`src/rtl/tx_ser_pkg.sv`:
```
package tx_ser_pkg;

   typedef enum logic [1:0] {
      MODE_BYPASS = 2'd0,
      MODE_NARROW = 2'd1,
      MODE_WIDE   = 2'd2
   } tx_mode_e;

   function automatic tx_mode_e decode_mode(input logic par, input logic wide);
      if (!par)
         return MODE_BYPASS;
      else if (wide)
         return MODE_WIDE;
      else
         return MODE_NARROW;
   endfunction

endpackage

```
`src/rtl/tx_ser_divider.sv`:
```
module tx_ser_divider
   import tx_ser_pkg::*;
#(
   parameter int WORD_W   = 8,
   parameter int NARROW_W = 4,
   localparam int CNT_W   = $clog2(WORD_W)
) (
   input  logic             clk_bit,
   input  logic             rst,
   input  tx_mode_e         mode,
   output logic [CNT_W-1:0] cnt,
   output logic             word_clk,
   output logic             load
);

   localparam logic [CNT_W-1:0] WIDE_LAST   = CNT_W'(WORD_W - 1);
   localparam logic [CNT_W-1:0] NARROW_LAST = CNT_W'(NARROW_W - 1);
   localparam logic [CNT_W-1:0] WIDE_HALF   = CNT_W'(WORD_W / 2);
   localparam logic [CNT_W-1:0] NARROW_HALF = CNT_W'(NARROW_W / 2);

   logic [CNT_W-1:0] last;
   logic [CNT_W-1:0] half;
   logic [CNT_W-1:0] cnt_nxt;

   always_comb begin
      last    = (mode == MODE_NARROW) ? NARROW_LAST : WIDE_LAST;
      half    = (mode == MODE_NARROW) ? NARROW_HALF : WIDE_HALF;
      load    = (cnt == last);
      cnt_nxt = load ? '0 : cnt + 1'b1;
   end

   always_ff @(posedge clk_bit) begin
      if (rst) begin
         cnt      <= '0;
         word_clk <= 1'b0;
      end else begin
         cnt      <= cnt_nxt;
         word_clk <= (cnt_nxt >= half);
      end
   end

   // count never leaves the active period
   p_cnt_range_r2: assert property (@(posedge clk_bit) disable iff (rst)
      cnt <= last);

   // a capture always restarts the period
   p_wrap_zero_r3: assert property (@(posedge clk_bit) disable iff (rst)
      load |=> (cnt == '0));

   // word clock falls only on the wrap
   p_wclk_fall_r2: assert property (@(posedge clk_bit) disable iff (rst)
      $fell(word_clk) |-> (cnt == '0));

endmodule

```
`src/rtl/tx_ser_shifter.sv`:
```
module tx_ser_shifter #(
   parameter int WORD_W = 8
) (
   input  logic              clk_bit,
   input  logic              rst,
   input  logic              load,
   input  logic [WORD_W-1:0] load_word,
   output logic              msb
);

   logic [WORD_W-1:0] sreg;

   always_ff @(posedge clk_bit) begin
      if (rst)
         sreg <= '0;
      else if (load)
         sreg <= load_word;
      else
         sreg <= {sreg[WORD_W-2:0], 1'b0};
   end

   assign msb = sreg[WORD_W-1];

   // between captures each line bit is the neighbour of the last one
   p_shift_step_r9: assert property (@(posedge clk_bit) disable iff (rst)
      !load |=> (sreg[WORD_W-1] == $past(sreg[WORD_W-2])));

endmodule

```
`src/rtl/tx_serializer.sv`:
```
module tx_serializer
   import tx_ser_pkg::*;
#(
   parameter int WORD_W   = 8,
   parameter int NARROW_W = 4
) (
   input  logic              clk_bit,
   input  logic              rst,
   input  logic              sel_par,
   input  logic              sel_wide,
   input  logic [WORD_W-1:0] par_data,
   input  logic              ser_in,
   output logic              word_clk,
   output logic              line_out
);

   localparam int CNT_W    = $clog2(WORD_W);
   localparam int LANE_OFS = WORD_W - NARROW_W;

   generate
      if ((WORD_W & (WORD_W - 1)) != 0 || WORD_W < 4)
         $error("WORD_W must be a power of two, at least 4");
      if ((NARROW_W & (NARROW_W - 1)) != 0 || NARROW_W < 2 || NARROW_W >= WORD_W)
         $error("NARROW_W must be a power of two in [2, WORD_W)");
   endgenerate

   tx_mode_e          mode_q;
   logic [CNT_W-1:0]  cnt;
   logic              load;
   logic [WORD_W-1:0] load_word;
   logic              shift_msb;

   // Mode inputs are sampled only under reset
   always_ff @(posedge clk_bit) begin
      if (rst)
         mode_q <= decode_mode(sel_par, sel_wide);
   end

   tx_ser_divider #(
      .WORD_W   (WORD_W),
      .NARROW_W (NARROW_W)
   ) u_div (
      .clk_bit  (clk_bit),
      .rst      (rst),
      .mode     (mode_q),
      .cnt      (cnt),
      .word_clk (word_clk),
      .load     (load)
   );

   // Lane steering: narrow words are aligned to the top so MSB leaves first
   generate
      for (genvar i = 0; i < WORD_W; i++) begin : g_lane
         if (i >= LANE_OFS) begin : g_upper
            assign load_word[i] = (mode_q == MODE_NARROW) ? par_data[i-LANE_OFS] : par_data[i];
         end else begin : g_lower
            assign load_word[i] = (mode_q == MODE_NARROW) ? 1'b0 : par_data[i];
         end
      end
   endgenerate

   tx_ser_shifter #(
      .WORD_W    (WORD_W)
   ) u_shift (
      .clk_bit   (clk_bit),
      .rst       (rst),
      .load      (load),
      .load_word (load_word),
      .msb       (shift_msb)
   );

   assign line_out = (mode_q == MODE_BYPASS) ? ser_in : shift_msb;

   // latched mode does not move outside reset
   p_mode_hold_r7: assert property (@(posedge clk_bit)
      !rst |=> (rst || $stable(mode_q)));

   // line is quiet on the first cycle after reset in parallel modes
   p_quiet_start_r8: assert property (@(posedge clk_bit) disable iff (rst)
      ($past(rst) && mode_q != MODE_BYPASS) |-> !line_out);

   // divider leaves reset at count zero
   p_cnt_start_r8: assert property (@(posedge clk_bit) disable iff (rst)
      $past(rst) |-> (cnt == '0));

endmodule

```
`config.mk`:
```
export PLATFORM = sky130hd
export DESIGN_NAME = tx_serializer
export DESIGN_NICKNAME = d
export VERILOG_FILES = /design/src/rtl/tx_ser_pkg.sv /design/src/rtl/tx_ser_divider.sv /design/src/rtl/tx_ser_shifter.sv /design/src/rtl/tx_serializer.sv
export SDC_FILE = /design/constraint.sdc
export NUM_CORES = 1
export LEC_CHECK = 0
export BUFFER_PORTS_ARGS = -buffer_cell sky130_fd_sc_hd__buf_2
export CAP_MARGIN = 10
export CORE_AREA = 2 2 42 44
export DETAILED_ROUTE_END_ITERATION = 10
export DIE_AREA = 0 0 44 46
export GPL_TIMING_DRIVEN = 0
export PLACE_DENSITY_LB_ADDON = 0.12
export SLEW_MARGIN = 20
export SYNTH_ARGS = -nofsm -noshare
export SYNTH_HDL_FRONTEND = slang
export SYNTH_SLANG_ARGS = --single-unit
```
`constraint.sdc`:
```
create_clock -name clk_bit -period 3.66 [get_ports clk_bit]
set_clock_uncertainty 0.1 [all_clocks]
set_input_delay 0.183 -clock clk_bit [delete_from_list [all_inputs] [get_ports clk_bit]]
set_output_delay 0.183 -clock clk_bit [all_outputs]
set_load 0.01 [all_outputs]
```
==> impl_metrics.yaml <==
status:
  status: "completed"
clocking:
  htree_levels: 1
  insertion_delay_ns: 0.28
  tritoncts: "built"
  root_buffer: "clkbuf_4"
  cts_hold_buf: 0
  cts_buffers: 3
  clkSlewWorstSetupHoldPaths_ns: 0.09
  numClockSinks: 14
  cts_max_path_buffers: 2
  post_cts_resized: 0
  post_cts_buffers: 0
logic_synthesis:
  muxShareOfSynthArea_pct: 1.50
  synth_fa_ha_area_share_pct: 5.00
  yosys_warnings: 0
  synth_compound_area_share_pct: 23.2
  synth_cell_types: 29
  synthCells: 76
  avgSynthCellArea_sq_um: 9.88
  syn_nets: 92
  synth_top_family_by_area: "simple AND/OR/NAND/NOR gates"
  synth_area_sq_um: 751
  synth-simple-area-share_pct: 25.0
  yosysSeqAreaShare_pct: 40.0
  synth-seq-cells: 14
  synth-xor-area-share_pct: 0
floorplanning:
  core_area_sq_um: 1610
  row_count: 15
  die_w_um: 44
  initial_utilization_pct: 46.5
  die_area_sq_um: 2020
  die_y_um: 46
  io-pin-count: 15
drt:
  vias_per_cell: 5.43
  post-route-drc-count: 0
  vias: 603
  drtIter0Drc: 11
  drtPass1Iterations: 4
  drt_wl_total_um: 1440
  ant_nets: 0
  wire_per_inst_um: 12.9
critical_path:
  cp_cell_sequence: "ha_1, inv_1, or3_1, nand2_1, ha_1, a21oi_1, o22ai_1"
  crit_top_cell: "ha_1"
  worstSetupEndpointType: "flop"
  crit_type: "reg2reg"
  cp_num_buf_inv: 1
  worst-path-max-fanout: 6
  critPathSlowestCell: "or3_1"
  critPathArrivalTime_ns: 1.95
  rrSetupSlack_ns: 1.76
  cp_data_required_time_ns: 3.71
  start_kind: "flop"
  critPathMaxStageDelay_ns: 0.39
  crit_family: "adder cells"
global_route:
  grt_pass1_wl_um: 2530
  grt_use_total_pct: 17.7
  antenna_found_initial: 0
  grt_pass1_vias: 558
  grt_overflow: 0
  grt_max_degree: 11
pwr:
  power_uw: 329
  power_density_nw_per_um2: 375
  p_leak_nw: 0.387
  peakVddDrop_mv: 0.261
finish:
  drive_above_1_share_pct: 41.5
  nNetsFinal: 111
  diodes: 0
  layout_commonest_cell: "buf_2"
  final_cell_mix: "buf_2 (16), dfxtp_1 (12), nand2_1 (10)"
  area_growth_pct: 17.0
placement:
  place_congestion: 0.787
  place_hpwl_um: 1090
  preCtsSetupSlack_ns: 1.76
  io_buffers: 14
sta:
  finalMaxSlewViolations: 0
  fin_ws_ns: 1.76
  tightest_slew_ns: 0.551
  setup_tns_ns: 0
  max-slew-margin-rel_pct: 63.2
  period_needed_ns: 1.90
  hold_viol: 0
  final.period_utilization_pct: 51.9
  finalSetupViolCount: 0
  rsz0062_at_grt: "no"
  max_freq_mhz: 526
worst_hold_path:
  hold_class: "in2reg"
flow_run:
  cap_violations: 0
cells by family after synthesis:
group                    count (synthesis)
flip-flops                              14
adder cells (fa/ha/maj)                  3
multiplexers                             1
AND/OR/NAND/NOR                         28
AO/OA/AOI/OAI                           22
buffers and inverters                    8
final timing paths:
kind                                 to  cells after the start                    start
min          u_shift.sreg[5]$_SDFF_PP0_                      2                      rst
min reg2reg     u_div.cnt[0]$_SDFF_PP0_                      1  u_div.cnt[0]$_SDFF_PP0_
max           u_div.word_clk$_SDFF_PP0_                      7  u_div.cnt[0]$_SDFF_PP0_
max reg2reg   u_div.word_clk$_SDFF_PP0_                      7  u_div.cnt[0]$_SDFF_PP0_
Yosys cell counts:
cell | n | share of area, %
dfxtp_1 | 12 | 32
nand2_1 | 10 | 5.0
o21ai_0 | 6 | 4.0
a211oi_1 | 5 | 5.0
a21oi_1 | 5 | 3.3
a311oi_2 | 4 | 8.0
and2b_2 | 3 | 3.5
and3_2 | 3 | 3.0
ha_1 | 3 | 5.0
inv_1 | 3 | 1.5
buf_2 | 2 | 1.3
edfxtp_1 | 2 | 8.0
nor2_1 | 2 | 1.0
a21o_4 | 1 | 2.0
and2_1 | 1 | 0.83
and2_2 | 1 | 1.0
and3b_2 | 1 | 1.3
and4b_1 | 1 | 1.3
and4bb_4 | 1 | 2.2
buf_1 | 1 | 0.50
buf_6 | 1 | 1.5
inv_2 | 1 | 0.50
mux2_2 | 1 | 1.5
nand2b_4 | 1 | 1.8
nand3b_1 | 1 | 1.0
nor2b_1 | 1 | 0.83
nor3_2 | 1 | 1.3
o22ai_1 | 1 | 0.83
or3_1 | 1 | 0.83
layer usage:
layer	vias up	GRT usage [%]	wire [um]
li1	319	-	-
met4	0	9.70	13
met1	265	23.7	745
met2	17	25.3	599
met3	2	5.56	77
met5	-	0	0
registers in the layout (all words and copies together), names as in the netlist:
signal,cells
u_div.word_clk,1
mode_q,2
u_div.cnt,3
u_shift.sreg,8
power by group:
group | switching (mW) | leakage [nW] | internal [mW]
logic | 0.0277 | 0.249 | 0.0234
clock network | 0.0502 | 0.0210 | 0.0605
registers | 0.00430 | 0.117 | 0.163
metrics by stage:
stage | std cells | util, % | hold slack (ns) | area, sq um
floorplan | 76 | - | 0.151 | 751
global placement | 107 | 52.2 | 0.343 | 842
detailed placement | 107 | 52.2 | 0.347 | 842
CTS | 111 | 54.4 | 0.0485 | 878
global route | 111 | 54.4 | 0.0409 | 878
finish | 111 | 54.4 | 0.0472 | 878
area by class of cell:
cell class	count	area (sq um)
Fill cell	155	736
Multi-Input combinational cell	54	410
Sequential cell	14	300
Timing Repair Buffer	14	70.1
Clock buffer	4	36.3
Buffer	4	25.0
Tap cell	17	21.3
Inverter	4	15.0
No activity file was read; power rests on OpenSTA's default activity.
